## src/rtl/ptc_pkg.sv

```systemverilog
package ptc_pkg;
   localparam int unsigned REG_W = 8;
   localparam int unsigned ADDR_W = 2;

   typedef enum logic [ADDR_W-1:0] {
      RA_CTRL = 2'd0,
      RA_CLO  = 2'd1,
      RA_CHI  = 2'd2,
      RA_FLAG = 2'd3
   } ptc_addr_e;

   // control byte, msb first
   typedef struct packed {
      logic [2:0] ratio;   // 7:5 prescale select
      logic       bypass;  // 4
      logic       fall;    // 3
      logic       ext;     // 2
      logic       narrow;  // 1
      logic       run;     // 0
   } ptc_ctrl_t;
endpackage

```

## src/rtl/ptc_edge.sv

```systemverilog
module ptc_edge #(
   parameter int unsigned STAGES = 2
) (
   input  logic clk,
   input  logic rst_n,
   input  logic pin,
   input  logic fall,
   output logic pulse
);
   if (STAGES < 2) begin : g_bad_stages
      $error("ptc_edge: STAGES must be at least 2");
   end

   logic [STAGES-1:0] sync_q;
   logic              prev_q;

   always_ff @(posedge clk or negedge rst_n) begin
      if (!rst_n) sync_q[0] <= 1'b0;
      else        sync_q[0] <= pin;
   end

   for (genvar g = 1; g < STAGES; g++) begin : g_sync
      always_ff @(posedge clk or negedge rst_n) begin
         if (!rst_n) sync_q[g] <= 1'b0;
         else        sync_q[g] <= sync_q[g-1];
      end
   end

   always_ff @(posedge clk or negedge rst_n) begin
      if (!rst_n) prev_q <= 1'b0;
      else        prev_q <= sync_q[STAGES-1];
   end

   always_comb begin
      if (fall) pulse = prev_q & ~sync_q[STAGES-1];
      else      pulse = ~prev_q & sync_q[STAGES-1];
   end
endmodule

```

## src/rtl/ptc_prescale.sv

```systemverilog
module ptc_prescale #(
   parameter int unsigned PS_W  = 8,
   parameter int unsigned SEL_W = 3
) (
   input  logic             clk,
   input  logic             rst_n,
   input  logic             clr,
   input  logic             src,
   input  logic             bypass,
   input  logic [SEL_W-1:0] sel,
   output logic             tick
);
   localparam int unsigned SH_W = SEL_W + 1;

   if (PS_W != (1 << SEL_W)) begin : g_bad_width
      $error("ptc_prescale: PS_W must equal 2**SEL_W");
   end

   logic [PS_W-1:0] psc_q;
   logic [PS_W-1:0] mask;
   logic [SH_W-1:0] shamt;

   always_comb begin
      shamt = {1'b0, sel} + SH_W'(1);
      mask  = ~({PS_W{1'b1}} << shamt);
   end

   always_ff @(posedge clk or negedge rst_n) begin
      if (!rst_n)              psc_q <= '0;
      else if (clr)            psc_q <= '0;
      else if (src && !bypass) psc_q <= psc_q + PS_W'(1);
   end

   always_comb begin
      if (bypass) tick = src;
      else        tick = src && ((psc_q & mask) == mask);
   end
endmodule

```

## src/rtl/ptc_count.sv

```systemverilog
module ptc_count #(
   parameter int unsigned BYTE_W = 8
) (
   input  logic              clk,
   input  logic              rst_n,
   input  logic              inc,
   input  logic              narrow,
   input  logic              wr_lo,
   input  logic              wr_hi,
   input  logic [BYTE_W-1:0] wdata,
   output logic [2*BYTE_W-1:0] cnt,
   output logic              wrap
);
   localparam int unsigned W = 2 * BYTE_W;

   logic [BYTE_W-1:0] lo_q, hi_q;
   logic              any_wr;

   assign any_wr = wr_lo | wr_hi;
   assign cnt    = {hi_q, lo_q};
   assign wrap   = inc && !any_wr && (narrow ? (&lo_q) : (&cnt));

   always_ff @(posedge clk or negedge rst_n) begin
      if (!rst_n) begin
         lo_q <= '0;
         hi_q <= '0;
      end else if (any_wr) begin
         if (wr_lo) lo_q <= wdata;
         if (wr_hi) hi_q <= wdata;
      end else if (inc) begin
         if (narrow) begin
            lo_q <= lo_q + BYTE_W'(1);
         end else begin
            {hi_q, lo_q} <= cnt + W'(1);
         end
      end
   end
endmodule

```

## src/rtl/ptc_timer.sv

```systemverilog
module ptc_timer
   import ptc_pkg::*;
#(
   parameter int unsigned SYNC_STAGES = 2,
   parameter int unsigned PS_W        = 8,
   parameter int unsigned SEL_W       = 3
) (
   input  logic             clk,
   input  logic             rst_n,
   input  logic             tick_en,
   input  logic             ext_pin,
   input  logic             bus_sel,
   input  logic             bus_wr,
   input  logic [ADDR_W-1:0] bus_addr,
   input  logic [REG_W-1:0] bus_wdata,
   output logic [REG_W-1:0] bus_rdata,
   output logic             irq
);
   localparam int unsigned CNT_W = 2 * REG_W;

   if (SEL_W != 3) begin : g_bad_sel
      $error("ptc_timer: control byte holds a 3-bit ratio field");
   end

   ptc_ctrl_t        ctrl_q;
   logic             flag_q;
   logic             wr_ctrl, wr_lo, wr_hi, wr_flag;
   logic             cnt_wr, flag_clr;
   logic             ext_pulse, src, inc, wrap;
   logic [CNT_W-1:0] cnt;

   always_comb begin
      wr_ctrl = bus_sel && bus_wr && (bus_addr == RA_CTRL);
      wr_lo   = bus_sel && bus_wr && (bus_addr == RA_CLO);
      wr_hi   = bus_sel && bus_wr && (bus_addr == RA_CHI);
      wr_flag = bus_sel && bus_wr && (bus_addr == RA_FLAG);
   end

   assign cnt_wr   = wr_lo | wr_hi;
   assign flag_clr = wr_flag && !bus_wdata[0];

   always_ff @(posedge clk or negedge rst_n) begin
      if (!rst_n)       ctrl_q <= '0;
      else if (wr_ctrl) ctrl_q <= ptc_ctrl_t'(bus_wdata);
   end

   ptc_edge #(.STAGES(SYNC_STAGES)) u_edge (
      .clk   (clk),
      .rst_n (rst_n),
      .pin   (ext_pin),
      .fall  (ctrl_q.fall),
      .pulse (ext_pulse)
   );

   assign src = ctrl_q.run && (ctrl_q.ext ? ext_pulse : tick_en);

   ptc_prescale #(.PS_W(PS_W), .SEL_W(SEL_W)) u_psc (
      .clk    (clk),
      .rst_n  (rst_n),
      .clr    (cnt_wr),
      .src    (src),
      .bypass (ctrl_q.bypass),
      .sel    (ctrl_q.ratio),
      .tick   (inc)
   );

   ptc_count #(.BYTE_W(REG_W)) u_cnt (
      .clk    (clk),
      .rst_n  (rst_n),
      .inc    (inc),
      .narrow (ctrl_q.narrow),
      .wr_lo  (wr_lo),
      .wr_hi  (wr_hi),
      .wdata  (bus_wdata),
      .cnt    (cnt),
      .wrap   (wrap)
   );

   always_ff @(posedge clk or negedge rst_n) begin
      if (!rst_n)        flag_q <= 1'b0;
      else if (wrap)     flag_q <= 1'b1;
      else if (flag_clr) flag_q <= 1'b0;
   end

   assign irq = flag_q;

   always_comb begin
      unique case (bus_addr)
         RA_CTRL: bus_rdata = ctrl_q;
         RA_CLO:  bus_rdata = cnt[REG_W-1:0];
         RA_CHI:  bus_rdata = cnt[CNT_W-1:REG_W];
         default: bus_rdata = {{(REG_W-1){1'b0}}, flag_q};
      endcase
   end
endmodule

```

## config.mk

```make
export PLATFORM = sky130hd
export DESIGN_NAME = ptc_timer
export DESIGN_NICKNAME = d
export VERILOG_FILES = /design/src/rtl/ptc_pkg.sv /design/src/rtl/ptc_edge.sv /design/src/rtl/ptc_prescale.sv /design/src/rtl/ptc_count.sv /design/src/rtl/ptc_timer.sv
export SDC_FILE = /design/constraint.sdc
export NUM_CORES = 1
export LEC_CHECK = 0
export ABC_AREA = 1
export BUFFER_PORTS_ARGS = -buffer_cell sky130_fd_sc_hd__buf_4
export CAP_MARGIN = 10
export CORE_ASPECT_RATIO = 0.7
export CORE_UTILIZATION = 60
export DETAILED_ROUTE_END_ITERATION = 12
export PLACE_DENSITY = 0.85
export SLEW_MARGIN = 20
export SYNTH_ARGS = -nofsm -noshare
export SYNTH_HDL_FRONTEND = slang
export SYNTH_HIERARCHICAL = 1
export SYNTH_SLANG_ARGS = --single-unit
export TNS_END_PERCENT = 1
```

## constraint.sdc

```tcl
create_clock -name clk -period 3.3 [get_ports clk]
set_input_delay 0.825 -clock clk [delete_from_list [all_inputs] [get_ports clk]]
set_output_delay 0.825 -clock clk [all_outputs]
set_load 0.05 [all_outputs]
```

# Yosys cells after proc, flatten, opt, wreduce, memory -nomap -nowiden
# Index checks and enable logic that the tools add are counted.
[classes]
n_div = 0
reduce_logical = 22
n_mul = 0
add_sub_neg = 4
eq_ne = 7
shift = 1
magnitude_cmp = 0
muxes = 17
bitwise_logic = 7
[ops]
columns = ["op", "n"]
rows = [
  ["$mux 8", 10],
  ["$pmux 8 s3", 1],
  ["$add 16x1->16 const B", 1],
  ["$add 8x1->8 const B", 2],
  ["$reduce_and 16->1", 1],
  ["$logic_and 1x1->1", 11],
  ["$and 8x8->8", 1],
  ["$eq 8x8->1", 1],
  ["$not 8->8", 1],
  ["$reduce_and 8->1", 1],
  ["$shl 8x4->8 const A", 1],
  ["$mux 1", 6],
  ["$ne 2x1->1 const B", 3],
  ["$reduce_bool 2->1", 3],
  ["$add 3x1->4 const B", 1],
  ["$eq 2x2->1 const B", 2],
  ["$logic_not 1->1", 3],
  ["$reduce_and 3->1", 1],
  ["$and 1x1->1", 2],
  ["$eq 2x1->1 const B", 1],
  ["$logic_not 2->1", 1],
  ["$not 1->1", 2],
  ["$reduce_and 2->1", 1],
  ["$or 1x1->1", 1],
]
[word_totals]
elab_cells = 71
latchBits = 0
n_memories = 0
in_bits = 16
ff_bits = 36
ram_bits = 0
rom_bits = 0

# Longest topological paths before layout
# Gate-level depths: netlist of the first run.
[depth]
ltp_word = 10
mapped_depth = 16
ltp_nobuf = 16

# By module
# Netlist of the first run, hierarchy kept.
[by_module_without_submodules]
columns = ["mod", "n_inst", "cells_per_inst", "area_per_inst_um2", "seq_area_each_um2"]
rows = [
  ["ptc_count", 1, 177, 1196.1, 400.4],
  ["ptc_prescale", 1, 92, 606.8, 200.2],
  ["ptc_timer", 1, 89, 590.6, 225.2],
  ["ptc_edge", 1, 9, 100.1, 75.1],
]

# Worst setup path after synthesis of the first run
# OpenSTA, ideal clock, no wires.
[synth_timing]
path_type = "input-to-output"
from = "input port bus_addr[0]"
to = "output port bus_rdata[0]"
path_buffers = 1
arrival_ps = 1558
slack_ps = 917
required_time_ps = 2475
cell_stages = 4
cell_sequence = "nor2_4 buf_6 nand2_1 nand4_1"
[synth_via]
elab_chain_cells = 2
word_cells_on_any_way = 4
classes_between = "2 x eq/ne; 1 x mux; 1 x reduce/logical"
[synth_rtl]
columns = ["item", "line", "rtl"]
rows = [
  ["start, declared", "ptc_timer.sv:14", "input logic [ADDR_W-1:0] bus_addr,"],
  ["$eq 2x2->1, or another cell as far along", "ptc_timer.sv:88", "unique case (bus_addr)"],
  ["$pmux 8 s3 (*)", "ptc_timer.sv:88", ""],
  ["end, declared", "ptc_timer.sv:16", "output logic [REG_W-1:0] bus_rdata,"],
]
# Mark *: on every way between the ends. The rest lies on a longest branch, timed or not.

# Worst setup path after layout of the first run
[layout_timing]
from = "input port bus_addr[0]"
to = "output port bus_rdata[7]"
# The elaborated chain is that of the path after synthesis.

==> qor.csv, run 1 <==
metric,value,unit
routed vias/inst,5.686,
Clock Latency Late Sink,0.29,ns
wire length of the first global-routing pass,10340,um
Max Cap Violations,0,
number of storage elements in the synthesis netlist,36,
Cell Count Post-Placement,438,
top_reg_cell synth,sky130_fd_sc_hd__dfrtp_1,
switching share of power,0.4510,
Synth area leader,sky130_fd_sc_hd__dfrtp_1,
fraction of post-synthesis cell area in the top cell type by area,0.3613,
clock buffers created by TritonCTS,5,
Die X,79.06,um
switching pwr,785.7,uW
Starting Density,0.6319,
part of the power in combinational logic,0.393,
initial antenna violation count,0,
Worst slew margin,0.6925,
number of levels in the clock H-tree,2,
final worst clock skew,0.007066,ns
Final Critical Period,2.580,ns
cell area after placement,2689,um2
clock root buffer,sky130_fd_sc_hd__clkbuf_8,
Arrival @ worst endpoint,1.76,ns
ranking of synthesized cells by area,"sky130_fd_sc_hd__dfrtp_1 36%, sky130_fd_sc_hd__nand2_1 19%, sky130_fd_sc_hd__nand3_1 8.0%, sky130_fd_sc_hd__inv_1 4.5%, sky130_fd_sc_hd__nor2_1 4.5%",
I/O pin count,25,
die boundary height,55.94,um
cell count after synthesis,367,
routed len/inst,14.12,um
Die ar.,4422,um2
final setup TNS,0,ns
Post-Synthesis Cell Area,2494,um2
Antenna Nets Post-Route,0,
clock slew at reported path FFs,0.06,ns
number of setup buffers added after CTS,0,
setup repair after global routing missed its margin,false,
Clock Power Share,0.184,
met2 Use GR,0.4372,
commonest cells in the netlist,"123 x sky130_fd_sc_hd__nand2_1, 40 x sky130_fd_sc_hd__nand3_1, 36 x sky130_fd_sc_hd__dfrtp_1",
maximum number of pins on one net before global-route repair,37,
n_diodes,0,
Final GP Congestion,0.9163,
final hold violation count,0,
fraction of final layout cells with drive strength greater than 1,0.1827,
final count of pins violating max slew,0,
vias in the first global route,2222,
number of clock sinks,36,
category of the worst setup path launch point,input pin,
post-synthesis area per instance,6.795,um2
nature of the critical path endpoint,primary output,
routed vias,2536,
aggregate routed wire length,6299,um
CP max FO,17,
Reg2Reg Setup Slack,0.88,ns
placed wire-length estimate after detailed placement,4696,um
Overall Global Routing Usage,0.3066,
Final Core Density,0.7042,
Bufs on Longest Clock Path,2,
cell area after layout,2779,um2
worst vdd rail ir drop,383.6,uV
std cell rows,19,
share of the cycle needed by the critical path after routing,0.7820,
ys async rst share,1.000,
area grow syn2layout,11.44,%
origin of the worst setup path,bus_addr[0],
"Data required, critical path",2.47,ns
final instance count without filler cells,446,
pwr/cell area,626.9,nW/um2
CTS hold repair buffers,0,
status,"complete, no violations",
number of enable-type register cells in the synthesized netlist,0,
core area,3946,um2
post-cts gate resize count,0,
Congestion Overflow GR,0,
sequential fraction of the synthesis area,0.3613,
total of buffers placed on input and output ports,24,
busiest grt layer,met1,
Max Freq,0.3875,GHz
clock tree from TritonCTS,yes,
standby leakage power,1.439,nW
power after layout,1.742,mW
worst min-delay path category,reg -> reg,
Hold Path Origin,u_edge/sync_q[0]$_DFF_PN0_,
DRC violations left,0,
start of the worst register-to-register path,ctrl_q[6]$_DFFE_PN0P_,
met3 Use GR,0.06721,
fraction of power consumed by sequential logic,0.423,
synthesized netlist net count,387,
final net count,413,
drt pass-1 iters,6,
initial drt markers,286,
cell internal pwr,956.5,uW
global routing usage on met1,0.4711,
final count of negative-setup-slack endpoints,0,
actual transition at the worst max-transition pin,0.4613,ns
warnings from Yosys,6,
number of distinct library cells after synthesis,32,
most common cell in the synthesized netlist,sky130_fd_sc_hd__nand2_1,
Setup Crit Path Kind,in -> out,
metrics by stage:
| stage | setup slack (ns) | hold slack, ns |
|---|---|---|
| after floorplan | 0.9172 | 0.3312 |
| after global placement | 0.7809 | 0.3399 |
| after detailed placement | 0.7162 | 0.3457 |
| after CTS | 0.7354 | 0.3620 |
| after global routing | 0.6417 | 0.3687 |
| final | 0.7195 | 0.3543 |
power by group through the flow:
stage               Combinational (mW)  Clock (mW)  Sequential, mW
floorplan                        0.522           0           0.672
global placement                 0.644           0           0.730
detailed placement               0.668           0           0.734
CTS                              0.671       0.331           0.726
global route                     0.762       0.347           0.747
finish                           0.685       0.321           0.737
worst paths after layout:
check / depth (start not counted) / end
setup / recovery: 5 / bus_rdata[7]
hold / removal: 0 / u_edge/sync_q[1]$_DFF_PN0_
setup reg to reg: 16 / u_cnt/lo_q[5]$_DFFE_PN0P_
hold reg to reg: 0 / u_edge/sync_q[1]$_DFF_PN0_
max in group asynchronous: 1 / ctrl_q[3]$_DFFE_PN0P_
min in group asynchronous: 1 / u_cnt/lo_q[7]$_DFFE_PN0P_
cells in the final DEF, fill, tap and decap left out, types with 9 or more instances in the layout:
cell	n
sky130_fd_sc_hd__nand2_1	123
sky130_fd_sc_hd__nand3_1	40
sky130_fd_sc_hd__dfrtp_1	36
sky130_fd_sc_hd__nor2_1	30
sky130_fd_sc_hd__inv_1	30
sky130_fd_sc_hd__buf_4	25
sky130_fd_sc_hd__a21oi_1	21
sky130_fd_sc_hd__inv_2	15
sky130_fd_sc_hd__nand4_1	9
state kept, by name, summed over array words and instances (netlist names):
register / count
u_edge/sync_q: 2
u_cnt/hi_q: 8
u_cnt/lo_q: 8
u_psc/psc_q: 8
u_edge/prev_q: 1
ctrl_q: 8
irq: 1
worst max-delay path: stages:
cell	delay, ns
sky130_fd_sc_hd__buf_4	0.15
sky130_fd_sc_hd__nor2_4	0.36
sky130_fd_sc_hd__nand2_1	0.11
sky130_fd_sc_hd__nand3_1	0.11
sky130_fd_sc_hd__buf_4	0.20
layer usage:
| layer | vias to the layer above | share of wire |
|---|---|---|
| li1 | 1232 | - |
| met1 | 1153 | 0.48 |
| met2 | 139 | 0.41 |
| met3 | 12 | 0.098 |
| met4 | 0 | 0.0094 |
| met5 | - | 0 |
final cells by class:
cell class | count | area, um2
Multi-Input combinational cell | 276 | 1351
Fill cell | 353 | 1167
Tap cell | 52 | 65.06
Inverter | 49 | 183.9
Clock buffer | 8 | 90.09
Sequential cell | 36 | 900.9
Timing Repair Buffer | 25 | 187.7
cells by family after synthesis:
kind of cell    after synthesis  synth area share
fa+ha+maj                     4           0.02007
compound gates               44           0.09884
simple gates                227            0.4195
buf+inv                      55           0.09683
flops                        36            0.3613
xor+xnor                      1          0.003513
(Power assumes the default switching activity.)
==> inputs of run 2 (changes only) <==
CORE_UTILIZATION = 59   (was 60)
PLACE_DENSITY = 0.84   (was 0.85)
clock period = 2.4 ns   (was 3.3 ns; I/O delays follow)
==> run 2 against run 1 <==
  * Flip-flop and latch count did not move
  * Critical endpoint is now u_cnt/hi_q[2]$_DFFE_PN0P_
  * Largest power group unchanged
  * Power rose by 35%
  * Via count rose by 0.43%
  * Clock power rose by 27%
  * Critical path depth rose by 9
  * Clock skew fell by 0.00090 ns
  * Largest cell class unchanged
  * Core utilization rose by 0.63 points
==> qor.csv, run 2 (synthesis results as in run 1) <==
metric,value,unit,change
area grow syn2layout,13.80,%,
"most common cell after layout, fill and taps aside",sky130_fd_sc_hd__nand2_1,,
routed len/inst,13.64,um,-3.4%
Die ar.,4495,um2,+1.6%
CTS hold repair buffers,0,,unchanged
cell area after layout,2838,um2,+2.1%
Reg2Reg Setup Slack,0.18,ns,-0.70 ns
standby leakage power,1.477,nW,+2.6%
placed wire-length estimate after detailed placement,4632,um,-1.4%
most frequent cells in the layout,"123 x sky130_fd_sc_hd__nand2_1, 40 x sky130_fd_sc_hd__nand3_1, 36 x sky130_fd_sc_hd__dfrtp_1",,
fraction of final layout cells with drive strength greater than 1,0.2020,,+0.01925
actual transition at the worst max-transition pin,0.4737,ns,+0.01242 ns
final count of pins violating max slew,0,,unchanged
die boundary height,56.39,um,+0.81%
Setup Crit Path Kind,reg -> reg,,
I/O pin count,25,,unchanged
clock slew at reported path FFs,0.07,ns,about the same
final setup TNS,0,ns,unchanged
Max Cap Violations,0,,unchanged
Final GP Congestion,0.9217,,+0.59%
Congestion Overflow GR,0,,unchanged
clock buffers created by TritonCTS,5,,unchanged
Worst slew margin,0.6842,,-0.008282
number of levels in the clock H-tree,2,,unchanged
nature of the critical path endpoint,flop,,
maximum number of pins on one net before global-route repair,37,,unchanged
drt pass-1 iters,5,,-1
Final Critical Period,2.221,ns,
core area,3994,um2,+1.2%
Filler cells,342,,-3.1%
category of the worst setup path launch point,flop,,
worst vdd rail ir drop,675.4,uV,+76%
status,"complete, no violations",,
clock root buffer,sky130_fd_sc_hd__clkbuf_8,,
final worst clock skew,0.006164,ns,-0.0009018 ns
setup repair after global routing missed its margin,false,,
routed vias/inst,5.623,,-1.1%
Arrival @ worst endpoint,2.39,ns,+0.63 ns
origin of the worst setup path,ctrl_q[6]$_DFFE_PN0P_,,
std cell rows,19,,unchanged
total of buffers placed on input and output ports,24,,unchanged
Final Core Density,0.7105,,+0.006341
final hold violation count,0,,unchanged
clock tree from TritonCTS,yes,,
Die X,79.71,um,+0.82%
routed vias,2547,,+0.43%
aggregate routed wire length,6179,um,-1.9%
Starting Density,0.6244,,-0.007522
Clock Latency Late Sink,0.29,ns,about the same
Antenna Nets Post-Route,0,,unchanged
Overall Global Routing Usage,0.3019,,-0.004735
pwr/cell area,830.2,nW/um2,+32%
initial drt markers,285,,-0.35%
share of the cycle needed by the critical path after routing,0.9256,,
worst min-delay path category,in -> async,,
CP max FO,7,,-10
cell area after placement,2741,um2,+2.0%
final net count,421,,+1.9%
wire length of the first global-routing pass,10220,um,-1.2%
number of clock sinks,36,,unchanged
n_diodes,0,,unchanged
"Data required, critical path",2.57,ns,+0.10 ns
DRC violations left,0,,unchanged
Bufs on Longest Clock Path,2,,unchanged
Max Freq,0.4502,GHz,
start of the worst register-to-register path,ctrl_q[6]$_DFFE_PN0P_,,
final count of negative-setup-slack endpoints,0,,unchanged
vias in the first global route,2196,,-1.2%
initial antenna violation count,0,,unchanged
==> run 2: cell count changes in the layout (fill, tap and decap cells not counted) <==
cell,before,now
sky130_fd_sc_hd__buf_4,25,33
sky130_fd_sc_hd__a21oi_1,21,20
sky130_fd_sc_hd__a21oi_2,1,2
sky130_fd_sc_hd__clkbuf_1,2,1
sky130_fd_sc_hd__clkbuf_8,6,5
sky130_fd_sc_hd__clkinv_2,0,1
sky130_fd_sc_hd__o21ai_2,2,1
sky130_fd_sc_hd__o21ai_4,0,1
==> run 2: per-stage QoR <==
stage          hold slack (ns)  setup slack (ns)  instances  power [mW]
2_1_floorplan           0.3044            0.3890        367       1.641
3_3_place_gp            0.3341            0.2069        445       1.901
3_5_place_dp            0.3428            0.1246        445       1.919
4_1_cts                 0.2726            0.1114        452       2.332
5_1_grt                 0.2898           0.02272        453       2.523
6_report                0.2598            0.1786        453       2.356
==> run 2: final timing paths <==
path,end,cells past startpoint
worst max-delay path,u_cnt/hi_q[2]$_DFFE_PN0P_,14
worst min-delay path,u_cnt/lo_q[1]$_DFFE_PN0P_,1
worst max register to register,u_cnt/hi_q[2]$_DFFE_PN0P_,14
worst min register to register,u_edge/sync_q[1]$_DFF_PN0_,0
max in group asynchronous,u_cnt/lo_q[6]$_DFFE_PN0P_,1
min in group clk,u_edge/sync_q[1]$_DFF_PN0_,0
==> run 2: cell type report <==
class | instances | area, um2 | share of cell area
multi-input cells | 276 | 1363 | 0.4802
flip-flops and latches | 36 | 900.9 | 0.3175
repair buffers | 33 | 247.7 | 0.08730
inverters | 49 | 183.9 | 0.06481
clock buffers | 6 | 72.57 | 0.02557
well taps | 52 | 65.06 | 0.02293
clock inverters | 1 | 5.005 | 0.001764
==> run 2: per-layer routing <==
metal / up-vias / global-route usage / part of all wire
met5: - / 0 / 0
met4: 0 / 0.09351 / 0.013
met3: 10 / 0.05854 / 0.096
met2: 137 / 0.4164 / 0.40
met1: 1159 / 0.4701 / 0.49
li1: 1241 / - / -
==> run 2: power breakdown <==
part / switching (mW) / total, mW / leakage (nW) / internal (mW)
logic: 0.618 / 0.955 / 1.00 / 0.337
clock network: 0.210 / 0.407 / 0.0410 / 0.197
registers: 0.236 / 0.993 / 0.435 / 0.758
total: 1.06 / 2.36 / 1.48 / 1.29
==> run 2: what timing repair did <==
item / in CTS / in global routing
buffers inserted: 0 / 1
gates resized for setup: 0 / 2
setup endpoints to repair: 0 / 9
==> run 2: worst max-delay path, stage by stage, from the launching register on <==
cell and delay [ns]:
sky130_fd_sc_hd__dfrtp_1 0.43, sky130_fd_sc_hd__ha_1 0.21, sky130_fd_sc_hd__ha_1 0.29, sky130_fd_sc_hd__nand2_1 0.07, sky130_fd_sc_hd__nand2_1 0.04, sky130_fd_sc_hd__nand2_1 0.06, sky130_fd_sc_hd__nand2_1 0.06, sky130_fd_sc_hd__inv_2 0.04
sky130_fd_sc_hd__nand2_1 0.05, sky130_fd_sc_hd__a21oi_2 0.16, sky130_fd_sc_hd__nand3_1 0.13, sky130_fd_sc_hd__nand2_2 0.12, sky130_fd_sc_hd__inv_1 0.15, sky130_fd_sc_hd__a21oi_1 0.18, sky130_fd_sc_hd__a21oi_1 0.10
